[config.mk]
export PLATFORM = sky130hd
export DESIGN_NAME = percpu_irq_bank
export DESIGN_NICKNAME = d
export VERILOG_FILES = /design/src/rtl/percpu_irq_pkg.sv /design/src/rtl/pcb_addr_decode.sv /design/src/rtl/pcb_cpu_bank.sv /design/src/rtl/percpu_irq_bank.sv
export SDC_FILE = /design/constraint.sdc
export NUM_CORES = 1
export LEC_CHECK = 0
export BUFFER_PORTS_ARGS = -buffer_cell sky130_fd_sc_hd__buf_2
export CORE_UTILIZATION = 25
export CTS_BUF_LIST = sky130_fd_sc_hd__clkbuf_8
export DETAILED_ROUTE_END_ITERATION = 8
export HOLD_SLACK_MARGIN = 0.08
export PLACE_DENSITY = 0.39
export SLEW_MARGIN = 20
export SYNTH_ARGS = -nofsm -noshare
export SYNTH_HDL_FRONTEND = slang
export SYNTH_SLANG_ARGS = --single-unit
[constraint.sdc]
create_clock -name clk -period 3.2 [get_ports clk]
set_input_delay 0.8 -clock clk [delete_from_list [all_inputs] [get_ports clk]]
set_output_delay 0.8 -clock clk [all_outputs]
set_load 0.02 [all_outputs]
[src/rtl/percpu_irq_pkg.sv]
// Shared definitions for the per-CPU interrupt router.
// Assumes a 6-bit byte-addressed window with a 16-byte stride per register kind.
package percpu_irq_pkg;
    localparam int WIN_ADDR_W = 6;
    localparam int CPU_SEL_W  = 2;

    typedef enum logic [1:0] {
        KIND_CAUSE = 2'd0,
        KIND_EMASK = 2'd1,
        KIND_LMASK = 2'd2,
        KIND_NONE  = 2'd3
    } reg_kind_e;
endpackage

[src/rtl/pcb_addr_decode.sv]
// Window address decoder: splits a byte address into register kind and CPU
// index and flags whether it hits an implemented register.
// Assumes NUM_CPUS <= 4, since the CPU index field is two bits wide.
module pcb_addr_decode
    import percpu_irq_pkg::*;
#(
    parameter int NUM_CPUS = 4
) (
    input  logic [WIN_ADDR_W-1:0] addr,
    output reg_kind_e             kind,
    output logic [CPU_SEL_W-1:0]  cpu,
    output logic                  hit
);
    // Split the address into its fields and qualify the hit.
    always_comb begin
        kind = reg_kind_e'(addr[5:4]);
        cpu  = addr[3:2];
        hit  = (addr[1:0] == 2'b00) && (kind != KIND_NONE) &&
               (32'(cpu) < NUM_CPUS);
    end
endmodule

[src/rtl/pcb_cpu_bank.sv]
// One CPU's register bank: a sticky edge cause, an edge mask, a level mask
// and registered grouped interrupt outputs.
// Assumes write enables arrive already decoded for this bank. An event set
// takes priority over a clearing write on the same bit.
module pcb_cpu_bank #(
    parameter int NUM_LINES = 32,
    parameter int GROUP_W   = 8,
    localparam int NUM_GROUPS = NUM_LINES / GROUP_W
) (
    input  logic                  clk,
    input  logic                  rst_n,
    input  logic [NUM_LINES-1:0]  edge_evt,
    input  logic [NUM_LINES-1:0]  level_in,
    input  logic                  wr_cause,
    input  logic                  wr_emask,
    input  logic                  wr_lmask,
    input  logic [NUM_LINES-1:0]  wdata,
    output logic [NUM_LINES-1:0]  cause,
    output logic [NUM_LINES-1:0]  emask,
    output logic [NUM_LINES-1:0]  lmask,
    output logic [NUM_GROUPS-1:0] irq
);
    logic [NUM_LINES-1:0] cause_keep;
    logic [NUM_LINES-1:0] pending;

    // Bits kept by the acknowledge path (a write of zero clears).
    always_comb cause_keep = wr_cause ? (cause & wdata) : cause;

    // Cause register: clear by acknowledge, then OR in new events.
    always_ff @(posedge clk) begin
        if (!rst_n) cause <= '0;
        else        cause <= cause_keep | edge_evt;
    end

    // Edge mask register.
    always_ff @(posedge clk) begin
        if (!rst_n)        emask <= '0;
        else if (wr_emask) emask <= wdata;
    end

    // Level mask register.
    always_ff @(posedge clk) begin
        if (!rst_n)        lmask <= '0;
        else if (wr_lmask) lmask <= wdata;
    end

    // Pending vector from levels and latched edges.
    always_comb pending = (level_in & lmask) | (cause & emask);

    // Registered OR-reduction per group of lines.
    always_ff @(posedge clk) begin
        if (!rst_n) begin
            irq <= '0;
        end else begin
            for (int g = 0; g < NUM_GROUPS; g++) begin
                irq[g] <= |pending[g*GROUP_W +: GROUP_W];
            end
        end
    end
endmodule

[src/rtl/percpu_irq_bank.sv]
// Top of the per-CPU interrupt router: decodes the window, replicates one
// register bank per CPU and multiplexes read data.
// Assumes a single-cycle write strobe and a purely combinational read.
module percpu_irq_bank
    import percpu_irq_pkg::*;
#(
    parameter int NUM_LINES = 32,
    parameter int NUM_CPUS  = 4,
    parameter int GROUP_W   = 8,
    localparam int NUM_GROUPS = NUM_LINES / GROUP_W,
    localparam int IRQ_W      = NUM_CPUS * NUM_GROUPS
) (
    input  logic                  clk,
    input  logic                  rst_n,
    input  logic [NUM_LINES-1:0]  edge_evt,
    input  logic [NUM_LINES-1:0]  level_in,
    input  logic                  bus_wr,
    input  logic [WIN_ADDR_W-1:0] bus_addr,
    input  logic [NUM_LINES-1:0]  bus_wdata,
    output logic [NUM_LINES-1:0]  bus_rdata,
    output logic [IRQ_W-1:0]      cpu_irq
);
    reg_kind_e              dec_kind;
    logic [CPU_SEL_W-1:0]   dec_cpu;
    logic                   dec_hit;
    logic [NUM_CPUS*NUM_LINES-1:0] cause_flat;
    logic [NUM_CPUS*NUM_LINES-1:0] emask_flat;
    logic [NUM_CPUS*NUM_LINES-1:0] lmask_flat;

    pcb_addr_decode #(.NUM_CPUS(NUM_CPUS)) u_dec (
        .addr (bus_addr),
        .kind (dec_kind),
        .cpu  (dec_cpu),
        .hit  (dec_hit)
    );

    for (genvar c = 0; c < NUM_CPUS; c++) begin : g_cpu
        logic sel;
        // Bank select for a write or read that hits this CPU.
        always_comb sel = dec_hit && (dec_cpu == CPU_SEL_W'(c));

        pcb_cpu_bank #(.NUM_LINES(NUM_LINES), .GROUP_W(GROUP_W)) u_bank (
            .clk      (clk),
            .rst_n    (rst_n),
            .edge_evt (edge_evt),
            .level_in (level_in),
            .wr_cause (bus_wr && sel && (dec_kind == KIND_CAUSE)),
            .wr_emask (bus_wr && sel && (dec_kind == KIND_EMASK)),
            .wr_lmask (bus_wr && sel && (dec_kind == KIND_LMASK)),
            .wdata    (bus_wdata),
            .cause    (cause_flat[c*NUM_LINES +: NUM_LINES]),
            .emask    (emask_flat[c*NUM_LINES +: NUM_LINES]),
            .lmask    (lmask_flat[c*NUM_LINES +: NUM_LINES]),
            .irq      (cpu_irq[c*NUM_GROUPS +: NUM_GROUPS])
        );
    end

    // Read multiplexer; unmapped addresses return zero.
    always_comb begin
        bus_rdata = '0;
        for (int c = 0; c < NUM_CPUS; c++) begin
            if (dec_hit && (dec_cpu == CPU_SEL_W'(c))) begin
                case (dec_kind)
                    KIND_CAUSE: bus_rdata = cause_flat[c*NUM_LINES +: NUM_LINES];
                    KIND_EMASK: bus_rdata = emask_flat[c*NUM_LINES +: NUM_LINES];
                    KIND_LMASK: bus_rdata = lmask_flat[c*NUM_LINES +: NUM_LINES];
                    default:    bus_rdata = '0;
                endcase
            end
        end
    end
endmodule

; Word-level counts from Yosys, hierarchy flattened
; Cells that the tools add are included.
[word_totals]
register_bits = 400
inputBits = 105
[op_classes]
eq_ne = 6
n_mux = 12
bitwise_logic = 20
n_reduce_logical = 40
[ops]
columns = cell, count
row1 = $and 32x32->32, 12
row2 = $pmux 32 s3, 4
row3 = $mux 32, 8
row4 = $or 32x32->32, 8
row5 = $reduce_or 8->1, 16
row6 = $logic_and 1x1->1, 21
row7 = $eq 2x2->1 const B, 3
row8 = $logic_not 2->1, 3
row9 = $eq 2x1->1 const B, 2
row10 = $ne 2x2->1 const B, 1

; Longest topological paths before layout
; Gate-level depths: netlist of the first run.
[depth]
ltp_word = 7
depth_mapped = 8
depth_no_buf = 4

; Modules after synthesis
; From an unflattened synthesis of the first run, not the netlist that was laid out.
[unflattened]
cells_unflattened = 2246
hier_area_um2 = 20941.3
[modules_own_cells]
columns = module, n_inst, cells_per_inst, area_each_um2, seq_area_each_um2
row1 = pcb_cpu_bank, 4, 390, 4097.7, 2001.9
row2 = percpu_irq_bank, 1, 681, 4508.1, 0.0
row3 = pcb_addr_decode, 1, 5, 42.5, 0.0

; Least setup slack after synthesis of the first run
; OpenSTA, ideal clock, no wires.
[synth_timing]
kind = input port to output port
startpoint = input port bus_addr[4]
endpoint = output port bus_rdata[0]
arrival_time_ns = 2.255
slack_ns = 0.145
stages = 7
cell_sequence = buf_2 -> buf_2 -> buf_2 -> buf_2 -> a21oi_1 -> o22ai_1 -> a2111oi_2
[synth_between]
elab_chain_len = 7
elab_cells_between_ends = 17
cone_classes = eq/ne: 3 / mux: 8 / reduce/logical: 6
[synth_rtl]
columns = element, line
row1 = from (decl), percpu_irq_bank.sv:18  ; input logic [WIN_ADDR_W-1:0] bus_addr,
row2 = branches (longest 6 deep; another with $pmux 32 s3), --
row3 = $mux 32 *, percpu_irq_bank.sv:62  ; if (dec_hit && (dec_cpu == CPU_SEL_W'(c))) begin
row4 = to (decl), percpu_irq_bank.sv:20  ; output logic [NUM_LINES-1:0] bus_rdata,
; Every way passes the cells marked *.

; Worst setup path in the final report of the first run
[layout_timing]
startpoint = input port bus_addr[4]
endpoint = output port bus_rdata[20]
; The elaborated chain is that of the path after synthesis.

==> results of run 1 <==
[layout make-up]
| type | count | share of cell area (%) |
|---|---|---|
| Inverter | 2 | 0.0332 |
| Multi-Input combinational cell | 1718 | 44.1 |
| Clock buffer | 103 | 6.27 |
| Sequential cell | 400 | 35.4 |
| Antenna cell | 3 | 0.0332 |
| Timing Repair Buffer | 252 | 7.92 |
| Clock inverter | 34 | 0.835 |
| Tap cell | 969 | 5.36 |
[power breakdown]
| part | internal (mW) | leakage, nW | total (mW) | switching [mW] |
|---|---|---|---|---|
| registers | 5.12 | 3.27 | 5.25 | 0.136 |
| logic | 0.363 | 4.16 | 1.02 | 0.652 |
| clock network | 2.95 | 0.920 | 5.28 | 2.33 |
[flip-flops by register name (all words and copies together), names as in the netlist]
name                count
g_cpu.u_bank.cause    128
g_cpu.u_bank.emask    128
g_cpu.u_bank.irq       16
g_cpu.u_bank.lmask    128
[stage by stage]
step	util (%)	hold slack, ps	cell area [um2]	instances
floorplan	-	447	18900	2329
CTS	30.3	393	22600	3478
finish	30.3	465	22600	3481
global placement	28.1	458	21000	3341
global route	30.3	434	22600	3480
detailed placement	28.1	465	21000	3341
[worst max-delay path, cell delays in order]
cell and delay, ps:
buf_4 200, nor2b_4 320, buf_12 230, a21oi_1 90, a21oi_1 270, a32o_1 230, buf_2 170
[layout by cell type, fill, tap and decap left out, types with 20 or more instances in the layout]
cell type  Yosys  routed
mux2i_1      127     127
nor2_1        39      36
a221oi_1      32      32
buf_12         0      20
inv_1          2      27
a21boi_1     210     210
a21boi_0      46      46
a22oi_1       64      64
a32o_1        31      28
clkbuf_8       0     103
nand3_1       33      32
buf_4         12      79
o211ai_1      32      32
nand2_1      577     577
o21ai_0      189     189
buf_2         56     149
a21oi_1      222     222
a22o_1        32      32
dfxtp_1      400     399
[per-layer routing]
layer | GRT usage [%] | wire length, um | share of wire (%)
met4 | 7.68 | 2770 | 3.3
met1 | 29.0 | 37600 | 45
met5 | 0 | 12 | 0.014
met2 | 34.1 | 37900 | 45
met3 | 4.43 | 6160 | 7.3
[logic make-up after synthesis]
kind of cell	after synthesis
mux	127
buf+inv	211
simple gates	709
flops	400
compound gates	882
[final timing paths]
path	endpoint	cells after the start
min reg2reg	g_cpu[0].u_bank.lmask[18]	2
max reg2reg	g_cpu[2].u_bank.irq[3]	4
max	bus_rdata[20]	7
min	g_cpu[0].u_bank.emask[24]	3
[what timing repair did]
action	4_1_cts	5_1_grt
endpoints found under the setup margin	2	8
hold buffers	0	0
gates resized for setup	2	5
pin swaps	1	0
cloned	0	0
==> run summary, run 1 <==
Top Ports = 153
Longest Clk Path Bufs = 3
post-synth net total = 2434
Crit. End Element = output pin
number of global-route vias before repair = 17700
dpl ws = -11.7 ps
Final ANT Viol Nets = 0
synth warn = 0
Post-CTS Setup Inserts = 0
Overflow after GRT = 0
Critical Path RT = 2400 ps
status = finished clean
Slew Limit Fails = 0
nets@finish = 2558
die width = 277 um
Post-route DRC = 0
FF-to-FF Start = g_cpu[2].u_bank.cause[24]
H-tree depth = 3
VDD IR max = 0.213 mV
clk_lat worst skew = 670 ps
Routability Congestion = 0.850
CP startpoint = bus_addr[4]
area leader, netlist = dfxtp_1
Max Clk Rate = 0.318 GHz
Port-buffer cells = 152
Via-to-Cell Ratio = 5.28
core region area = 74600 um2
dpl hpwl = 58200 um
first-pass GRT wire length = 123000 um
xor/xnor share of the synthesized area = 0%
most frequent cell after synthesis = nand2_1
fillers = 8044
#FFs+latches synth = 400
Leak Pwr = 8.35 nW
Hold Crit Start = bus_wdata[24]
cell area after synthesis = 18900 um2
crit start category = input pin
crit-path max FO = 27
synth cell count leaders = 577 x nand2_1, 400 x dfxtp_1, 222 x a21oi_1, 210 x a21boi_1, 189 x o21ai_0
Synth Area per Inst = 8.09 um2
post-layout minimum cycle time = 3150 ps
Worst-path clk slew = 60 ps
Post-synth EDFFs = 0
chip height = 277 um
Vias = 18400
max_slew headroom = 57.3%
synth top area cells = dfxtp_1 42%, nand2_1 11%, a21boi_1 8.4%
TritonCTS buffer count = 79
router iterations before antenna repair = 5
endpoints failing hold = 0
gr usage total = 21.6%
Post-Synth Simple-Gate Area = 15.3%
post-synthesis mux area share = 6.74%
dominant synthesized flop cell = dfxtp_1
power after layout = 11.6 mW
Synth top area share = 42.5%
post-synthesis adder-cell area fraction = 0%
pwr/cell area = 511 nW/um2
Seq/Total Area, Yosys = 42.5%
Yosys cell types = 41
largest family of logic cells by synthesized area = compound AO/OA/AOI/OAI gates
worst hold path class = input pin to register
CTS tree = yes
die area = 76500 um2
Compound-Gate Fraction of Synth Area = 30.5%
RSZ-0062 raised after global routing = no
setup violators final = 0
largest net degree at the start of global routing = 87
initial antenna violation count = 5
Register Area = 8010 um2
Routed Wire Length = 84400 um
Layout area overhead = 20.0%
# rows = 100
CP Data Arrival Time = 2350 ps
share of layout cells above drive strength 1 = 15.7%
Post-synth ARST share = 0%
slew at the pin closest to its max-slew limit = 641 ps
Max Cap Violations = 0
initial drt markers = 1713
period utilisation layout = 98.3%
area occupied by multi-input gates = 9980 um2
Starting Density = 25.3%
critical path class = input pin to output pin
clock sink count = 400
fin worst setup slack = 53.2 ps
flop2flop setup slack = 1700 ps
CTS root buf = clkbuf_8
Worst Skew = 32.9 ps
setup_tns = 0 ps
WL/cell = 24.2 um
Post-Synthesis Cells = 2329
(Power assumes the default switching activity.)
==> run 2, diff against run 1 <==
--- a/config.mk
+++ b/config.mk
@@ -6,11 +6,11 @@
 export NUM_CORES = 1
 export LEC_CHECK = 0
 export BUFFER_PORTS_ARGS = -buffer_cell sky130_fd_sc_hd__buf_2
-export CORE_UTILIZATION = 25
+export CORE_UTILIZATION = 55
 export CTS_BUF_LIST = sky130_fd_sc_hd__clkbuf_8
 export DETAILED_ROUTE_END_ITERATION = 8
 export HOLD_SLACK_MARGIN = 0.08
-export PLACE_DENSITY = 0.39
+export PLACE_DENSITY = 0.73
 export SLEW_MARGIN = 20
 export SYNTH_ARGS = -nofsm -noshare
 export SYNTH_HDL_FRONTEND = slang
==> run summary, run 2 (synthesis results as in run 1) <==
Vias = 18800
worst hold path class = register to register
setup violators final = 0
setup_tns = 0 ps
Routed Wire Length = 69000 um
Port-buffer cells = 152
worst path cell trace = buf_4 > buf_12 > nor3b_2 > buf_4 > nand2_1 > o211ai_1 > a32o_1 > buf_2
# hold bufs at CTS = 0
DP Area = 20200 um2
number of global-route vias before repair = 17800
WL/cell = 23.7 um
crit start category = input pin
nets@finish = 2525
Leak Pwr = 8.08 nW
H-tree depth = 3
CP Buf/Inv Count = 4
CTS root buf = clkbuf_8
status = finished clean
die area = 35000 um2
VDD IR max = 0.333 mV
Starting Density = 56.1%
# rows = 67
pwr/cell area = 504 nW/um2
Crit. End Element = output pin
die width = 187 um
post-route cell area = 21500 um2
endpoints failing hold = 0
slew at the pin closest to its max-slew limit = 662 ps
cell mode on critical path = buf_4
fillers = 2931
Critical Path RT = 2400 ps
gr usage total = 38.6%
Routability Congestion = 0.984
initial antenna violation count = 2
commonest non-fill, non-tap cells in the layout = 577 x nand2_1, 400 x dfxtp_1, 222 x a21oi_1
Final ANT Viol Nets = 0
placed cell count = 2798
CP max-delay cell = buf_4
Worst Skew = 31.3 ps
Via-to-Cell Ratio = 6.44
Layout area overhead = 14.3%
first-pass GRT wire length = 105000 um
Largest regs = g_cpu.u_bank.cause x128, g_cpu.u_bank.emask x128, g_cpu.u_bank.lmask x128
CP top delay family = buffers and inverters
commonest non-fill, non-tap cell in the layout = nand2_1
Overflow after GRT = 0
max_slew headroom = 55.9%
Worst-path clk slew = 50 ps
clk_lat worst skew = 630 ps
dpl hpwl = 46800 um
initial drt markers = 2117
Slew Limit Fails = 0
power after layout = 10.9 mW
period utilisation layout = 96.2%
RSZ-0062 raised after global routing = no
Max Clk Rate = 0.325 GHz
largest net degree at the start of global routing = 118
post-layout minimum cycle time = 3080 ps
clock sink count = 400
Post-CTS Setup Inserts = 0
Non-Filler Instances = 2916
Longest Clk Path Bufs = 3
CTS tree = yes
CTS resizes = 0
core region area = 33600 um2
TritonCTS buffer count = 68
Top Ports = 153
CP Data Arrival Time = 2280 ps
critical path class = input pin to output pin
CP max stage delay = 320 ps
Post-route DRC = 0
crit-path max FO = 30
chip height = 187 um
router iterations before antenna repair = 6
share of layout cells above drive strength 1 = 14.1%
Max Cap Violations = 0
-- run 2: power by group --
part / leakage [nW] / internal [mW] / switching (mW)
clock: 0.775 / 2.55 / 2.10
sequential: 3.26 / 5.12 / 0.137
combinational: 4.04 / 0.350 / 0.605
total: 8.08 / 8.02 / 2.84
-- run 2: final timing paths --
check	from	end	slack [ps]	cells after the start
hold reg to reg	g_cpu[0].u_bank.lmask[26]	g_cpu[0].u_bank.lmask[26]	470	2
setup reg to reg	g_cpu[1].u_bank.lmask[19]	g_cpu[1].u_bank.irq[2]	1770	4
setup / recovery	bus_addr[4]	bus_rdata[24]	120	8
hold / removal	g_cpu[0].u_bank.lmask[26]	g_cpu[0].u_bank.lmask[26]	470	2
-- run 2: metal layers --
layer	global-route usage (%)	wire length, um
met1	51.4	28000
met2	59.7	30400
met3	7.73	7340
met4	19.2	3240
met5	0	0
-- run 2: worst reg2reg max path, delay by kind of cell, from the launching register on --
kind	cells	cell delay, ps
flops	1	360
compound gates	3	810
simple gates	1	140
-- run 2: area by class of cell --
| cell class | instances | area [um2] | area share [%] |
|---|---|---|---|
| multi-input combinational | 1718 | 9970 | 46.3 |
| sequential | 400 | 8010 | 37.2 |
| timing repair buffer | 230 | 1630 | 7.55 |
| clock buffer | 89 | 1220 | 5.68 |
| tap | 448 | 561 | 2.60 |
| clock inverter | 27 | 141 | 0.656 |
| inverter | 2 | 7.51 | 0.0348 |
| antenna | 2 | 5.00 | 0.0232 |
-- run 2: through the flow --
stage / setup WS (ps) / hold slack (ps) / util, %
2_1_floorplan: 145 / 447 / -
3_3_place_gp: 208 / 454 / 60.0
3_5_place_dp: 186 / 462 / 60.0
4_1_cts: 180 / 470 / 64.1
5_1_grt: 66.5 / 492 / 64.1
6_report: 120 / 471 / 64.1
==> run 3, diff against run 2 <==
--- a/config.mk
+++ b/config.mk
@@ -11,6 +11,7 @@
 export DETAILED_ROUTE_END_ITERATION = 8
 export HOLD_SLACK_MARGIN = 0.08
 export PLACE_DENSITY = 0.73
+export RECOVER_POWER = 25
 export SLEW_MARGIN = 20
 export SYNTH_ARGS = -nofsm -noshare
 export SYNTH_HDL_FRONTEND = slang
==> run summary, run 3 (synthesis results as in run 1) <==
status = finished with violations
failing checks = capacitance limit, slew limit
max_slew headroom = -46.0%
commonest non-fill, non-tap cell in the layout = nand2_1
Final ANT Viol Nets = 0
Worst Skew = 27.3 ps
gr usage total = 38.6%
area occupied by multi-input gates = 9970 um2
initial antenna violation count = 2
WL/cell = 23.6 um
Routed Wire Length = 68900 um
Crit. End Element = output pin
Util after Layout = 64.1%
VDD IR max = 0.325 mV
endpoints failing hold = 0
Overflow after GRT = 0
Vias = 18800
# rows = 67
pwr/cell area = 504 nW/um2
commonest non-fill, non-tap cells in the layout = 577 x nand2_1, 400 x dfxtp_1, 222 x a21oi_1
dpl hpwl = 46800 um
H-tree depth = 3
CTS root buf = clkbuf_8
Layout area overhead = 14.2%
CP Data Arrival Time = 2280 ps
Slew Limit Fails = 115
critical path class = input pin to output pin
final hold slack = 469 ps
RSZ-0062 raised after global routing = no
share of layout cells above drive strength 1 = 14.1%
Largest regs = g_cpu.u_bank.cause x128, g_cpu.u_bank.emask x128, g_cpu.u_bank.lmask x128
largest net degree at the start of global routing = 118
Top Ports = 153
clock sink count = 400
Critical Path RT = 2400 ps
worst path cell trace = buf_4 > buf_12 > nor3b_2 > buf_4 > nand2_1 > o211ai_1 > a32o_1 > buf_2
Post-CTS Setup Inserts = 0
fillers = 2934
flop2flop setup slack = 1760 ps
chip height = 187 um
Max Clk Rate = 0.325 GHz
die area = 35000 um2
CTS resizes = 0
TritonCTS buffer count = 68
CP max-delay cell = buf_4
Max Cap Violations = 1
setup violators final = 0
period utilisation layout = 96.3%
CP max stage delay = 310 ps
die width = 187 um
# hold bufs at CTS = 0
clk_lat worst skew = 630 ps
CTS tree = yes
Routability Congestion = 0.984
setup_tns = 0 ps
initial drt markers = 2141
CP top delay family = buffers and inverters
Port-buffer cells = 152
Starting Density = 56.1%
Leak Pwr = 8.03 nW
first-pass GRT wire length = 105000 um
Post-route DRC = 0
router iterations before antenna repair = 8
worst hold path class = register to register
Longest Clk Path Bufs = 3
cell mode on critical path = buf_4
slew at the pin closest to its max-slew limit = 2190 ps
core region area = 33600 um2
number of global-route vias before repair = 17800
crit-path max FO = 30
Worst-path clk slew = 50 ps
Via-to-Cell Ratio = 6.44
Register Area = 8010 um2
crit start category = input pin
CP Buf/Inv Count = 4
nets@finish = 2525
post-layout minimum cycle time = 3080 ps
run 3: cell count changes in the layout (fill, tap and decap cells not counted), sizes merged:
| cell | before | now |
|---|---|---|
| buf | 230 | 227 |
| clkbuf | 89 | 92 |
run 3: final cells by class:
cell class              instances  share of cell area [%]
multi-input cells            1718                    46.3
flip-flops and latches        400                    37.2
repair buffers                230                    7.49
clock buffers                  89                    5.69
well taps                     448                    2.60
clock inverters                27                   0.657
inverters                       2                  0.0349
diodes                          2                  0.0232
run 3: worst reg2reg max path, delay by kind of cell (launching register included):
family	cells	cell delay, ps
AOI/OAI and AO/OA	3	820
DFF	1	350
and+or+nand+nor	1	140
run 3: path summary, 6_finish.rpt:
kind | start | endpoint | depth (start not counted)
worst max-delay path | bus_addr[4] | bus_rdata[24] | 8
worst min register to register | g_cpu[0].u_bank.lmask[26] | g_cpu[0].u_bank.lmask[26] | 2
worst min-delay path | g_cpu[0].u_bank.lmask[26] | g_cpu[0].u_bank.lmask[26] | 2
worst max register to register | g_cpu[1].u_bank.lmask[19] | g_cpu[1].u_bank.irq[2] | 4
run 3: through the flow:
stage	power, mW	setup slack (ps)	cells	area (um2)
after CTS	10.9	180	2914	21500
final	10.9	119	2916	21500
after detailed placement	6.27	186	2798	20200
after global placement	6.26	208	2798	20200
after floorplan	5.86	145	2329	18900
after global routing	11.2	66.5	2916	21500
run 3: power breakdown:
part | total, mW | internal, mW | switching [mW] | leakage (nW)
Combinational | 0.956 | 0.351 | 0.605 | 3.99
Sequential | 5.25 | 5.12 | 0.137 | 3.26
Clock | 4.65 | 2.55 | 2.10 | 0.775
Total | 10.9 | 8.02 | 2.84 | 8.03
run 3: layer usage:
| layer | up-vias | GRT usage, % | part of all wire (%) |
|---|---|---|---|
| met5 | - | 0 | 0 |
| met4 | 0 | 19.2 | 4.5 |
| met3 | 243 | 7.73 | 11 |
| met2 | 1203 | 59.7 | 44 |
| met1 | 8909 | 51.4 | 40 |
| li1 | 8415 | - | - |
